$ cat src/rtl/trap_pkg.sv
package trap_pkg;
  localparam int NUM_DEV  = 3;
  localparam int IDX_SERB = 0;
  localparam int IDX_SERA = 1;
  localparam int IDX_FDC  = 2;
  localparam int NUM_SER  = 2;
  localparam int REG_AW   = 2;

  typedef enum logic [REG_AW-1:0] {
    RA_STATUS = 2'd0,
    RA_TMO_LO = 2'd1,
    RA_TMO_HI = 2'd2,
    RA_SPARE  = 2'd3
  } reg_addr_e;

  // floppy wake: any of the direct events, or a control write with motors on
  function automatic logic fdc_wake(input logic access, input logic irq,
                                    input logic dack, input logic ctl_wr,
                                    input logic motor_any);
    return access | irq | dack | (ctl_wr & motor_any);
  endfunction

  // serial wake: direct events plus any modem-line transition
  function automatic logic ser_wake(input logic access, input logic irq,
                                    input logic rx_start, input logic tx_start,
                                    input logic mdm_edge);
    return access | irq | rx_start | tx_start | mdm_edge;
  endfunction

  // the count is on its last working cycle when it holds one or zero
  function automatic logic last_tick(input logic [31:0] cnt);
    return cnt <= 32'd1;
  endfunction
endpackage

$ cat src/rtl/line_edge.sv
module line_edge #(
  parameter int W = 4
) (
  input  logic         clk,
  input  logic         rst_n,
  input  logic [W-1:0] lines,
  output logic [W-1:0] edge_vec,
  output logic         edge_any
);
  logic [W-1:0] prev_q;
  logic         primed_q;

  always_ff @(posedge clk or negedge rst_n) begin
    if (!rst_n) begin
      prev_q   <= '0;
      primed_q <= 1'b0;
    end else begin
      prev_q   <= lines;
      primed_q <= 1'b1;
    end
  end

  // no compare until a first sample is held, so a high line at reset is no edge
  assign edge_vec = primed_q ? (lines ^ prev_q) : '0;
  assign edge_any = |edge_vec;
endmodule

$ cat src/rtl/trap_unit.sv
module trap_unit
  import trap_pkg::*;
#(
  parameter int CNT_W = 16
) (
  input  logic             clk,
  input  logic             rst_n,
  input  logic             wake,
  input  logic [CNT_W-1:0] tmo,
  output logic             working,
  output logic             expire
);
  logic [CNT_W-1:0] cnt_q;
  logic             tmo_on;

  assign tmo_on = (tmo != '0);
  // wake has priority: expiry only when no event is present this cycle
  assign expire = working & ~wake & tmo_on & last_tick(32'(cnt_q));

  always_ff @(posedge clk or negedge rst_n) begin
    if (!rst_n) begin
      working <= 1'b0;
      cnt_q   <= '0;
    end else if (wake) begin
      working <= 1'b1;
      cnt_q   <= tmo;
    end else if (expire) begin
      working <= 1'b0;
      cnt_q   <= '0;
    end else if (working && tmo_on) begin
      cnt_q   <= cnt_q - 1'b1;
    end
  end
endmodule

$ cat src/rtl/trap_regs.sv
module trap_regs
  import trap_pkg::*;
#(
  parameter int                DATA_W  = 8,
  parameter logic [2*DATA_W-1:0] TMO_RST = '0
) (
  input  logic                clk,
  input  logic                rst_n,
  input  logic [REG_AW-1:0]   addr,
  input  logic                wr,
  input  logic [DATA_W-1:0]   wdata,
  input  logic [NUM_DEV-1:0]  work_vec,
  output logic [DATA_W-1:0]   rdata,
  output logic [2*DATA_W-1:0] tmo,
  output logic [DATA_W-1:0]   status
);
  logic [DATA_W-1:0] lo_q, hi_q;

  always_ff @(posedge clk or negedge rst_n) begin
    if (!rst_n) begin
      lo_q <= TMO_RST[DATA_W-1:0];
      hi_q <= TMO_RST[2*DATA_W-1:DATA_W];
    end else if (wr) begin
      if (addr == RA_TMO_LO) lo_q <= wdata;
      if (addr == RA_TMO_HI) hi_q <= wdata;
    end
  end

  assign tmo = {hi_q, lo_q};

  always_comb begin
    status = '0;
    status[NUM_DEV-1:0] = work_vec;
  end

  always_comb begin
    case (reg_addr_e'(addr))
      RA_STATUS: rdata = status;
      RA_TMO_LO: rdata = lo_q;
      RA_TMO_HI: rdata = hi_q;
      default:   rdata = '0;
    endcase
  end
endmodule

$ cat src/rtl/pwr_trap_monitor.sv
module pwr_trap_monitor
  import trap_pkg::*;
#(
  parameter int                DATA_W  = 8,
  parameter int                MOTOR_W = 4,
  parameter int                MDM_W   = 4,
  parameter logic [2*DATA_W-1:0] TMO_RST = '0
) (
  input  logic               clk,
  input  logic               rst_n,
  input  logic [1:0]         bus_addr,
  input  logic               bus_wr,
  input  logic [DATA_W-1:0]  bus_wdata,
  output logic [DATA_W-1:0]  bus_rdata,
  input  logic               fdc_access,
  input  logic               fdc_irq,
  input  logic               fdc_dack,
  input  logic               fdc_ctl_wr,
  input  logic [MOTOR_W-1:0] fdc_motor_en,
  input  logic               sera_access,
  input  logic               sera_irq,
  input  logic               sera_rx_start,
  input  logic               sera_tx_start,
  input  logic [MDM_W-1:0]   sera_modem,
  input  logic               serb_access,
  input  logic               serb_irq,
  input  logic               serb_rx_start,
  input  logic               serb_tx_start,
  input  logic [MDM_W-1:0]   serb_modem
);
  localparam int TMO_W = 2 * DATA_W;

  // named internal events, also used by the bound checker
  logic [NUM_DEV-1:0] wake_vec;
  logic [NUM_DEV-1:0] work_vec;
  logic [NUM_DEV-1:0] expire_vec;
  logic [NUM_SER-1:0] mdm_edge;
  logic [TMO_W-1:0]   tmo_val;
  logic [DATA_W-1:0]  status_byte;
  logic               motor_any;

  // serial inputs gathered per port; index 0 is port B, 1 is port A
  logic [NUM_SER-1:0] s_access, s_irq, s_rx, s_tx;
  logic [MDM_W-1:0]   s_modem [NUM_SER];

  assign s_access = {sera_access,   serb_access};
  assign s_irq    = {sera_irq,      serb_irq};
  assign s_rx     = {sera_rx_start, serb_rx_start};
  assign s_tx     = {sera_tx_start, serb_tx_start};
  assign s_modem[0] = serb_modem;
  assign s_modem[1] = sera_modem;

  assign motor_any = |fdc_motor_en;
  assign wake_vec[IDX_FDC] = fdc_wake(fdc_access, fdc_irq, fdc_dack,
                                      fdc_ctl_wr, motor_any);

  for (genvar p = 0; p < NUM_SER; p++) begin : g_ser
    logic [MDM_W-1:0] edge_bits;
    line_edge #(.W(MDM_W)) u_edge (
      .clk      (clk),
      .rst_n    (rst_n),
      .lines    (s_modem[p]),
      .edge_vec (edge_bits),
      .edge_any (mdm_edge[p])
    );
    // port index p maps onto status bit p (B -> 0, A -> 1)
    assign wake_vec[p] = ser_wake(s_access[p], s_irq[p], s_rx[p], s_tx[p],
                                  mdm_edge[p]);
  end

  for (genvar d = 0; d < NUM_DEV; d++) begin : g_dev
    trap_unit #(.CNT_W(TMO_W)) u_unit (
      .clk     (clk),
      .rst_n   (rst_n),
      .wake    (wake_vec[d]),
      .tmo     (tmo_val),
      .working (work_vec[d]),
      .expire  (expire_vec[d])
    );
  end

  trap_regs #(.DATA_W(DATA_W), .TMO_RST(TMO_RST)) u_regs (
    .clk      (clk),
    .rst_n    (rst_n),
    .addr     (bus_addr),
    .wr       (bus_wr),
    .wdata    (bus_wdata),
    .work_vec (work_vec),
    .rdata    (bus_rdata),
    .tmo      (tmo_val),
    .status   (status_byte)
  );
endmodule

$ cat config.mk
export PLATFORM = sky130hd
export DESIGN_NAME = pwr_trap_monitor
export DESIGN_NICKNAME = d
export VERILOG_FILES = /design/src/rtl/trap_pkg.sv /design/src/rtl/line_edge.sv /design/src/rtl/trap_unit.sv /design/src/rtl/trap_regs.sv /design/src/rtl/pwr_trap_monitor.sv
export SDC_FILE = /design/constraint.sdc
export NUM_CORES = 1
export LEC_CHECK = 0
export CAP_MARGIN = 10
export CORE_UTILIZATION = 35
export DETAILED_ROUTE_END_ITERATION = 8
export PLACE_DENSITY = 0.63
export SLEW_MARGIN = 20
export SYNTH_ARGS = -nofsm -noshare
export SYNTH_HDL_FRONTEND = slang
export SYNTH_SLANG_ARGS = --single-unit
$ cat constraint.sdc
create_clock -name clk -period 2.15 [get_ports clk]
set_input_delay 0.43 -clock clk [delete_from_list [all_inputs] [get_ports clk]]
set_output_delay 0.43 -clock clk [all_outputs]
set_load 0.02 [all_outputs]
==> results.py <==
metrics = {
    "pwr": {
        "p_clk_share_pct": 34.8,
        "p_leak_uw": 0.00246,
        "switching_share_pct": 31.6,
        "p_seq_share_pct": 39.1,
        "p_switching_uw": 1530,
        "vdd_drop_max_v": 0.000411,
        "power_density_nw_per_um2": 821,
        "p_comb_share_pct": 26.1,
        "p_int_uw": 3320,
    },
    "clock_network": {
        "cts_buffer_depth": 2,
        "cts_buffers": 9,
        "clk_latency_ps": 340,
        "tritoncts": "yes",
        "numClockSinks": 76,
        "htreeDepth": 3,
        "clkSlewWorstSetupHoldPaths_ps": 70,
        "cts_root_buffer": "clkbuf_16",
    },
    "sta": {
        "layout_min_cycle_time_ps": 2200,
        "rsz0062_at_grt": "true",
        "finalMaxSlewViolations": 0,
        "period_share_pct": 102,
        "setup_viol": 6,
        "worstMarginPinSlew_ps": 613,
        "fmax_ghz": 0.456,
        "fin_hold_ws_ps": 25.4,
        "fin_setup_tns_ps": -122,
        "fin_worst_skew_ps": 7.48,
        "slew_headroom_pct": 59.1,
        "fin_ws_ps": -45.3,
        "hold_viol_final": 0,
    },
    "detailed_routing": {
        "dr.first_iter.drc_count": 215,
        "detail_route.wl_per_cell_um": 17.2,
        "firstDrtPassIters": 4,
        "via_per_inst": 5.51,
        "vias": 4105,
        "drc": 0,
        "routed_wl_um": 12800,
        "antenna_left": 0,
    },
    "floorplan": {
        "die_w_um": 114,
        "ioPinCount": 45,
        "coreArea_um2": 12100,
        "dieArea_um2": 12900,
        "start_util_pct": 36.1,
        "rows": 40,
        "die_h_um": 114,
    },
    "critical_path": {
        "r2r-end": "g_dev[0].u_unit.cnt_q[9]",
        "r2r_cells": 6,
        "start_kind": "register",
        "critPathArrivalTime_ps": 2420,
        "reg2reg_from": "u_regs.lo_q[0]",
        "cp-end-kind": "register",
        "r2r_setup_slack_ps": -50,
        "critical_path_class": "register to register",
        "cp_max_fo": 5,
        "cp.required_ps": 2370,
    },
    "place": {
        "io_buffers": 44,
        "place_congestion": 0.876,
        "hpwl_um": 8970,
        "placed_area_um2": 5470,
    },
    "logic_synthesis": {
        "yosysWarnings": 0,
        "synth_cell_types": 60,
        "synth_nets": 509,
        "async_flop_share_pct": 100,
        "ys_seq_area_share_pct": 43.5,
        "synth-edff-count": 0,
        "synth_top_area_share_pct": 43.5,
        "synth_largest_area_cell": "dfrtp_1",
        "postSynthCellCount": 466,
        "synth_area_leaders": "dfrtp_1 44%, mux2_2 4.4%, nor2_1 3.7%",
        "ys_seq_elements": 76,
        "syn-cell-area_um2": 4370,
        "synth_area_per_cell_um2": 9.38,
        "ys.flop_type": "dfrtp_1",
    },
    "cells_and_area": {
        "diodes": 0,
        "mostFrequentLayoutCells": "76 x dfrtp_1, 64 x buf_4, 42 x nor2_1, 40 x nand2_1, 35 x clkdlybuf4s50_1",
        "drive_gt1_share_pct": 24.4,
        "final.fill_count": 1137,
        "syn2layout_area_growth_pct": 35.4,
        "ff_latch_area_um2": 1900,
        "final_common_cell": "dfrtp_1",
        "post-route-util_pct": 48.8,
        "nets": 615,
        "multi_input_area_um2": 2390,
        "fin_area_um2": 5920,
    },
    "grt": {
        "grt_start_max_net_pins": 45,
        "antenna_found_initial": 0,
        "grt_pass1_wl_um": 20600,
        "grt-ovfl-total": 0,
        "grt_usage_pct": 20.6,
        "grt_pass1_vias": 4161,
    },
    "min_path": {
        "hp-class": "input pin to async pin",
    },
    "run_status": {
        "outcome": "complete, but fails checks",
        "violations": "negative setup slack",
    },
    "flow_run": {
        "drv_cap": 0,
    },
}
==> metrics by stage <==
| stage | std cells | setup slack [ps] | total power (uW) |
|---|---|---|---|
| after floorplan | 466 | 71.2 | 2550 |
| after global placement | 722 | -262 | 3100 |
| after detailed placement | 722 | -299 | 3150 |
| after CTS | 741 | 2.50 | 4860 |
| after global routing | 745 | -97.5 | 5110 |
| final | 745 | -45.3 | 4860 |
==> power groups by stage <==
stage | combinational (uW) | sequential, uW | clock (uW)
floorplan | 648 | 1900 | 0
global placement | 1210 | 1890 | 0
detailed placement | 1240 | 1910 | 0
CTS | 1250 | 1880 | 1730
global route | 1390 | 1930 | 1780
finish | 1270 | 1900 | 1690
==> synth_stat cells (all sizes together), types with 7 or more instances <==
| master | instances |
|---|---|
| dfrtp | 76 |
| nor2 | 43 |
| nand2 | 40 |
| o21ai | 36 |
| a21oi | 32 |
| a31oi | 22 |
| mux2 | 17 |
| clkbuf | 16 |
| nor3 | 15 |
| or3 | 15 |
| or4 | 13 |
| nor4 | 12 |
| inv | 11 |
| mux2i | 11 |
| o31ai | 9 |
| buf | 7 |
| o41ai | 7 |
==> final cells by class <==
cell class / count / area share [%]
Tap cell: 168 / 3.55
Clock buffer: 10 / 4.04
Multi-Input combinational cell: 356 / 40.4
Timing Repair Buffer: 118 / 17.6
Inverter: 11 / 0.698
Sequential cell: 76 / 32.1
Clock inverter: 6 / 1.59
==> timing repair <==
item	4_1_cts	5_1_grt
setup buffers	3	4
setup endpoints to repair	19	43
resized for setup	12	37
pin swaps	5	11
hold buffers	0	0
==> routing by layer <==
layer | vias to the layer above | global-route usage (%) | part of all wire (%)
met1 | 2010 | 26.5 | 43
met4 | 0 | 9.21 | 3.0
li1 | 1958 | - | -
met3 | 26 | 3.45 | 6.4
met5 | - | 0 | 0
met2 | 111 | 33.9 | 48
==> critical path, stage by stage (launching register included) <==
cell and delay (ps):
dfrtp_1 390, or4_4 590, o41ai_4 390, buf_4 200
a21o_1 150, o41ai_1 90, mux2_4 260
==> worst max-delay path by stage <==
stage,endpoint,depth (start not counted),startpoint
2_1_floorplan,g_dev[2].u_unit.cnt_q[3],6,u_regs.lo_q[2]
3_3_place_gp,bus_rdata[2],6,bus_addr[0]
6_report,g_dev[0].u_unit.cnt_q[9],6,u_regs.lo_q[0]
3_5_place_dp,bus_rdata[0],6,bus_addr[0]
5_1_grt,g_dev[0].u_unit.cnt_q[9],6,u_regs.lo_q[1]
4_1_cts,g_dev[1].u_unit.cnt_q[1],5,u_regs.hi_q[6]
==> logic make-up (layout without fill, tap and decap cells) <==
kind of cell / count (synthesis) / count (layout) / share of synthesized area (%)
AOI/OAI and AO/OA: 141 / 141 / 22.0
DFF: 76 / 76 / 43.5
adders and majority gates: 6 / 6 / 1.72
other: 1 / 1 / 0.0858
buffers and inverters: 34 / 145 / 3.44
muxes: 28 / 28 / 6.90
and+or+nand+nor: 172 / 172 / 20.7
xor gates and xnor gates: 8 / 8 / 1.60
==> sequential cells by signal, summed over array words and instances, names as in the netlist <==
name and cells:
g_dev.u_unit.cnt_q 48, u_regs.lo_q 8, g_ser.u_edge.primed_q 1, g_dev.u_unit.working 3, g_ser.u_edge.prev_q 8, u_regs.hi_q 8
Power figures use the tool's default switching activity.
